### src/rtl/adc_word_fmt_pkg.sv
package adc_word_fmt_pkg;
    parameter int WORD_W = 16;
    parameter int BUS_W  = 8;
    parameter int NIB_W  = 4;

    typedef enum logic [2:0] {
        ST_IDLE,
        ST_BYTE_HI,
        ST_BYTE_LO,
        ST_MSB_ONLY,
        ST_NIB3,
        ST_NIB2,
        ST_NIB1,
        ST_NIB0
    } fmt_state_t;

    // Layout select codes
    localparam logic [1:0] FMT_MSB = 2'b01;
    localparam logic [1:0] FMT_NIB = 2'b11;
endpackage

### src/rtl/fmt_seq.sv
module fmt_seq
    import adc_word_fmt_pkg::*;
(
    input  logic              clk,
    input  logic              rst_n,
    input  logic              soft_rst,
    input  logic              smp_valid,
    input  logic [WORD_W-1:0] smp_data,
    input  logic [1:0]        fmt_sel,
    input  logic              wide_mode,
    output fmt_state_t        state,
    output logic [WORD_W-1:0] word_q
);
    fmt_state_t state_nx;
    fmt_state_t first_st;

    // First state of the selected layout
    always_comb begin
        if (fmt_sel == FMT_MSB)
            first_st = ST_MSB_ONLY;
        else if (fmt_sel == FMT_NIB && wide_mode)
            first_st = ST_NIB3;
        else
            first_st = ST_BYTE_HI;
    end

    always_comb begin
        state_nx = ST_IDLE;
        if (soft_rst) begin
            state_nx = ST_IDLE;
        end else if (smp_valid) begin
            state_nx = first_st;
        end else begin
            unique case (state)
                ST_IDLE:     state_nx = ST_IDLE;
                ST_BYTE_HI:  state_nx = ST_BYTE_LO;
                ST_BYTE_LO:  state_nx = ST_IDLE;
                ST_MSB_ONLY: state_nx = ST_IDLE;
                ST_NIB3:     state_nx = ST_NIB2;
                ST_NIB2:     state_nx = ST_NIB1;
                ST_NIB1:     state_nx = ST_NIB0;
                ST_NIB0:     state_nx = ST_IDLE;
                default:     state_nx = ST_IDLE;
            endcase
        end
    end

    always_ff @(posedge clk or negedge rst_n) begin
        if (!rst_n) begin
            state  <= ST_IDLE;
            word_q <= '0;
        end else begin
            state <= state_nx;
            if (soft_rst)
                word_q <= '0;
            else if (smp_valid)
                word_q <= smp_data;
        end
    end

    AST_SOFT_RST_IDLE: assert property (@(posedge clk) disable iff (!rst_n)
        soft_rst |=> (state == ST_IDLE && word_q == '0));
    AST_HI_THEN_LO: assert property (@(posedge clk) disable iff (!rst_n)
        (state == ST_BYTE_HI && !smp_valid && !soft_rst) |=> (state == ST_BYTE_LO));
    AST_NIB_FALLBACK: assert property (@(posedge clk) disable iff (!rst_n)
        (smp_valid && !soft_rst && fmt_sel == FMT_NIB && !wide_mode) |=> (state == ST_BYTE_HI));
    AST_WORD_HELD: assert property (@(posedge clk) disable iff (!rst_n)
        (!smp_valid && !soft_rst) |=> $stable(word_q));
    AST_MSB_SINGLE: assert property (@(posedge clk) disable iff (!rst_n)
        (state == ST_MSB_ONLY && !smp_valid && !soft_rst) |=> (state == ST_IDLE));
endmodule

### src/rtl/fmt_mux.sv
module fmt_mux
    import adc_word_fmt_pkg::*;
(
    input  fmt_state_t        state,
    input  logic [WORD_W-1:0] word_q,
    input  logic              inv_en,
    output logic [BUS_W-1:0]  bus_dat,
    output logic              first_phase
);
    localparam int PAD_W = BUS_W - NIB_W;

    logic [BUS_W-1:0] raw;

    always_comb begin
        raw         = '0;
        first_phase = 1'b0;
        unique case (state)
            ST_IDLE:     raw = '0;
            ST_BYTE_HI:  begin raw = word_q[WORD_W-1 -: BUS_W]; first_phase = 1'b1; end
            ST_BYTE_LO:  raw = word_q[BUS_W-1:0];
            ST_MSB_ONLY: begin raw = word_q[WORD_W-1 -: BUS_W]; first_phase = 1'b1; end
            ST_NIB3:     begin raw = {{PAD_W{1'b0}}, word_q[4*NIB_W-1 -: NIB_W]}; first_phase = 1'b1; end
            ST_NIB2:     raw = {{PAD_W{1'b0}}, word_q[3*NIB_W-1 -: NIB_W]};
            ST_NIB1:     raw = {{PAD_W{1'b0}}, word_q[2*NIB_W-1 -: NIB_W]};
            ST_NIB0:     raw = {{PAD_W{1'b0}}, word_q[NIB_W-1:0]};
            default:     raw = '0;
        endcase
    end

    assign bus_dat = raw ^ {BUS_W{inv_en}};
endmodule

### src/rtl/fmt_drive.sv
module fmt_drive
    import adc_word_fmt_pkg::*;
(
    input  logic             ext_oe_n,
    input  logic             sw_off,
    output logic [BUS_W-1:0] bus_drv
);
    logic allow;
    assign allow = ~ext_oe_n & ~sw_off;

    for (genvar b = 0; b < BUS_W; b++) begin : g_bit
        assign bus_drv[b] = allow;
    end
endmodule

### src/rtl/adc_word_fmt.sv
module adc_word_fmt
    import adc_word_fmt_pkg::*;
(
    input  logic        clk,
    input  logic        rst_n,
    input  logic        soft_rst,
    input  logic [15:0] smp_data,
    input  logic        smp_valid,
    input  logic [1:0]  fmt_sel,
    input  logic        wide_mode,
    input  logic        inv_en,
    input  logic        sw_off,
    input  logic        ext_oe_n,
    output logic [7:0]  bus_dat,
    output logic [7:0]  bus_drv,
    output logic        first_phase
);
    fmt_state_t        state;
    logic [WORD_W-1:0] word_q;

    fmt_seq u_seq (
        .clk       (clk),
        .rst_n     (rst_n),
        .soft_rst  (soft_rst),
        .smp_valid (smp_valid),
        .smp_data  (smp_data),
        .fmt_sel   (fmt_sel),
        .wide_mode (wide_mode),
        .state     (state),
        .word_q    (word_q)
    );

    fmt_mux u_mux (
        .state       (state),
        .word_q      (word_q),
        .inv_en      (inv_en),
        .bus_dat     (bus_dat),
        .first_phase (first_phase)
    );

    fmt_drive u_drv (
        .ext_oe_n (ext_oe_n),
        .sw_off   (sw_off),
        .bus_drv  (bus_drv)
    );

    AST_PHASE_AFTER_VALID: assert property (@(posedge clk) disable iff (!rst_n)
        (smp_valid && !soft_rst) |=> first_phase);
    AST_DRV_NEEDS_PIN: assert property (@(posedge clk) disable iff (!rst_n)
        (|bus_drv) |-> (!ext_oe_n && !sw_off));
    AST_NIB_UPPER_ZERO: assert property (@(posedge clk) disable iff (!rst_n)
        (state inside {ST_NIB3, ST_NIB2, ST_NIB1, ST_NIB0} && !inv_en) |-> (bus_dat[7:4] == 4'h0));
    AST_IDLE_QUIET: assert property (@(posedge clk) disable iff (!rst_n)
        (state == ST_IDLE) |-> (!first_phase && bus_dat == {8{inv_en}}));
endmodule

### config.mk
export PLATFORM = sky130hd
export DESIGN_NAME = adc_word_fmt
export DESIGN_NICKNAME = d
export VERILOG_FILES = /design/src/rtl/adc_word_fmt_pkg.sv /design/src/rtl/fmt_seq.sv /design/src/rtl/fmt_mux.sv /design/src/rtl/fmt_drive.sv /design/src/rtl/adc_word_fmt.sv
export SDC_FILE = /design/constraint.sdc
export NUM_CORES = 1
export LEC_CHECK = 0
export ABC_AREA = 1
export BUFFER_PORTS_ARGS = -buffer_cell sky130_fd_sc_hd__buf_2
export CORE_MARGIN = 2
export CORE_UTILIZATION = 36
export DETAILED_ROUTE_END_ITERATION = 6
export PLACE_DENSITY = 0.67
export SYNTH_ARGS = -nofsm -noshare
export SYNTH_HDL_FRONTEND = slang
export SYNTH_SLANG_ARGS = --single-unit
### constraint.sdc
create_clock -name clk -period 2.2 [get_ports clk]
set_input_delay 0.33 -clock clk [delete_from_list [all_inputs] [get_ports clk]]
set_output_delay 0.33 -clock clk [all_outputs]
set_load 0.01 [all_outputs]
==> results_dict.tcl <==
set metrics [dict create \
    clkPwrFrac_pct 23.4 \
    crit_path_max_incr_delay_ps 410 \
    wire_per_inst_um 11.2 \
    grt_usage_pct 15.4 \
    area_growth_syn_to_layout_pct 15.0 \
    status "finished, final reports clean" \
    placer_congestion_estimate 0.811 \
    antenna-diode-count 0 \
    die-area_um2 4140 \
    routed.top_layer "met4" \
    grt_first_pass_wirelength_um 5040 \
    viasPerCell 4.67 \
    die_width_um 64.4 \
    worstPathArrival_ps 1680 \
    power.leakage_nw 0.861 \
    fin_hold_viols 0 \
    share_of_final_layout_standard_cells_stronger_than_drive_strength_1_pct 25.2 \
    holdWs_ps 264 \
    drv_slew 0 \
    buffer_ports.inserted 42 \
    maximum_net_fanout_on_the_critical_path 5 \
    fmaxAchievable_ghz 0.497 \
    chip_height_um 64.4 \
    cts_tree "built" \
    met3_wirelength_um 142 \
    pre_cts_setup_slack_ps 456 \
    timing.critical_path.max_delay_family "simple AND/OR/NAND/NOR gates" \
    fin_ws_ps 188 \
    post_synth_num_cell_types 20 \
    grt_start_max_net_pins 21 \
    drtIter0Drc 39 \
    wl_met1_um 1480 \
    fill_cells 392 \
    rsz0062_at_grt "no" \
    synth.top_cells.by_area "dfrtp_1 36%, nand2_1 20%, nand3_1 16%" \
    fin_tns_setup_ps 0 \
    power.ir.vdd_worst_uv 348 \
    area_of_the_mapped_netlist_um2 1310 \
    longest_clk_path_bufs 2 \
    detail_route.drc_violations 0 \
    switching_share_pct 30.4 \
    final_area_um2 1510 \
    layout.cells.most_common "nand2_1" \
    mostFrequentLayoutCells "71 x nand2_1, 43 x nand3_1, 42 x buf_2" \
    starting_utilization_of_the_core_area_pct 38.4 \
    detailroute.wirelength.met2_um 1360 \
    io_pins 43 \
    syn_nets 222 \
    placement_rows 21 \
    timing.critical_path.from_type "flip-flop" \
    path_cells "inv_1, ha_1, inv_1, nand2_2, nand2_1, inv_2, nand2_1, nand2_1, nand2_1, nand2_1, buf_2" \
    yosys_warnings 0 \
    cts_max_level 1 \
    cts_num_sinks 19 \
    worstSkewPairLatency_ps 290 \
    layout_worst_path_cycle_share_pct 91.5 \
    synthesized_netlist_cell_count 191 \
    worst_path_max_delay_cell "dfrtp_1" \
    placed_cell_area_um2 1470 \
    core_um2 3420 \
    pwr-share-comb_pct 22.6 \
    maxCapViolCount 0 \
    dr.pass1.iters 4 \
    worst_clock_skew_ps 0.155 \
    final_period_minus_worst_setup_slack_ps 2010 \
    post-route-util_pct 44.2 \
    cts_post_setup_buffers_inserted 0 \
    crit_required_ps 1870 \
    hold_class "in -> reg" \
    synth_largest_area_cell "dfrtp_1" \
    vias 1252 \
    cts_buffers 3 \
    netSwitchingPower_mw 0.220 \
    grt-ovfl-total 0 \
    timing_worst_slew_pin_value_ps 462 \
    p_int_mw 0.503 \
    synth.ff_latch_count 19 \
    sequentialPowerShare_pct 54.0 \
    finalWirelength_um 3000 \
    synth_top_area_share_pct 36.2 \
    power_per_cell_area_nw_per_um2 479 \
    clock-root-buffer "clkbuf_4" \
    worstSetupEndpointType "output port" \
    path_buf_inv 4 \
    detailedPlacementHpwl_um 2340 \
    worst_path_most_repeated_cell "nand2_1" \
    setup_violations 0 \
    synth-seq-area-share_pct 36.2 \
    vias_in_the_first_global_route 1070 \
    grt_antenna_before_repair 0 \
    synthesis.area_per_instance_um2 6.87 \
    critical_path_class "reg -> out" \
    final_antenna_net_count 0 \
    maxSlewHeadroom_pct 69.2 \
    worst_setup_hold_path_clk_slew_ps 100 \
    nets 254 \
]
-- per-stage QoR --
step,std cells,power [mW]
after CTS,268,0.728
final,268,0.723
after floorplan,191,0.504
after detailed placement,263,0.560
after global placement,263,0.558
after global routing,268,0.770
-- kinds of logic after synthesis --
| group | synth area share [%] |
|---|---|
| compound gates | 5.43 |
| buf+inv | 12.6 |
| flops | 36.2 |
| simple gates | 41.0 |
| fa+ha+maj | 4.77 |
-- flip-flops by register name, summed over array words and instances (netlist names) --
name          count
u_seq.state       3
u_seq.word_q     16
-- routing by layer --
layer,vias to the layer above,track usage (%)
li1,673,-
met1,544,23.9
met2,33,22.1
met3,2,1.06
met4,0,5.59
met5,-,0
-- path summary, 6_finish.rpt --
path	start	endpoint	slack, ps	depth (start not counted)
worst max-delay path	u_seq.state[1]$_DFF_PN0_	bus_dat[6]	190	11
worst min-delay path	smp_data[14]	u_seq.word_q[14]$_DFFE_PN0P_	260	3
worst max register to register	u_seq.state[2]$_DFF_PN0_	u_seq.state[1]$_DFF_PN0_	950	4
worst min register to register	u_seq.word_q[11]$_DFFE_PN0P_	u_seq.word_q[11]$_DFFE_PN0P_	520	2
max in group asynchronous	rst_n	u_seq.word_q[15]$_DFFE_PN0P_	1420	2
min in group asynchronous	rst_n	u_seq.word_q[1]$_DFFE_PN0P_	490	2
-- cell usage after synthesis, drive strengths merged --
master / instances
buf: 16
clkinv: 2
dfrtp: 19
nand3: 44
a21oi: 10
nand4: 1
inv: 10
ha: 5
clkbuf: 1
nor2: 6
nand2: 73
o21ai: 3
o22ai: 1
-- power groups by stage --
stage | Clock, mW | Sequential, mW | Combinational [mW]
3_3_place_gp | 0 | 0.397 | 0.162
2_1_floorplan | 0 | 0.386 | 0.118
3_5_place_dp | 0 | 0.397 | 0.163
5_1_grt | 0.190 | 0.394 | 0.186
6_report | 0.169 | 0.391 | 0.163
4_1_cts | 0.173 | 0.390 | 0.165
-- layout make-up --
class / count / area (µm²) / share of cell area (%)
timing repair buffer: 44 / 228 / 15.1
inverter: 12 / 45.0 / 2.99
clock buffer: 4 / 26.3 / 1.74
sequential: 19 / 475 / 31.5
multi-input combinational: 143 / 677 / 44.9
tap: 46 / 57.6 / 3.81
-- worst reg2reg max path, stage by stage, from the launching register on --
cell,delay (ps)
dfrtp_1,640
inv_2,150
a21oi_1,140
o21ai_0,120
a21oi_1,140
-- what timing repair did --
item	in CTS	in global routing
hold endpoints to repair	19	0
hold buffers	1	0
setup endpoints to repair	0	5
resized for setup	0	2
No activity file was read; power rests on OpenSTA's default activity.
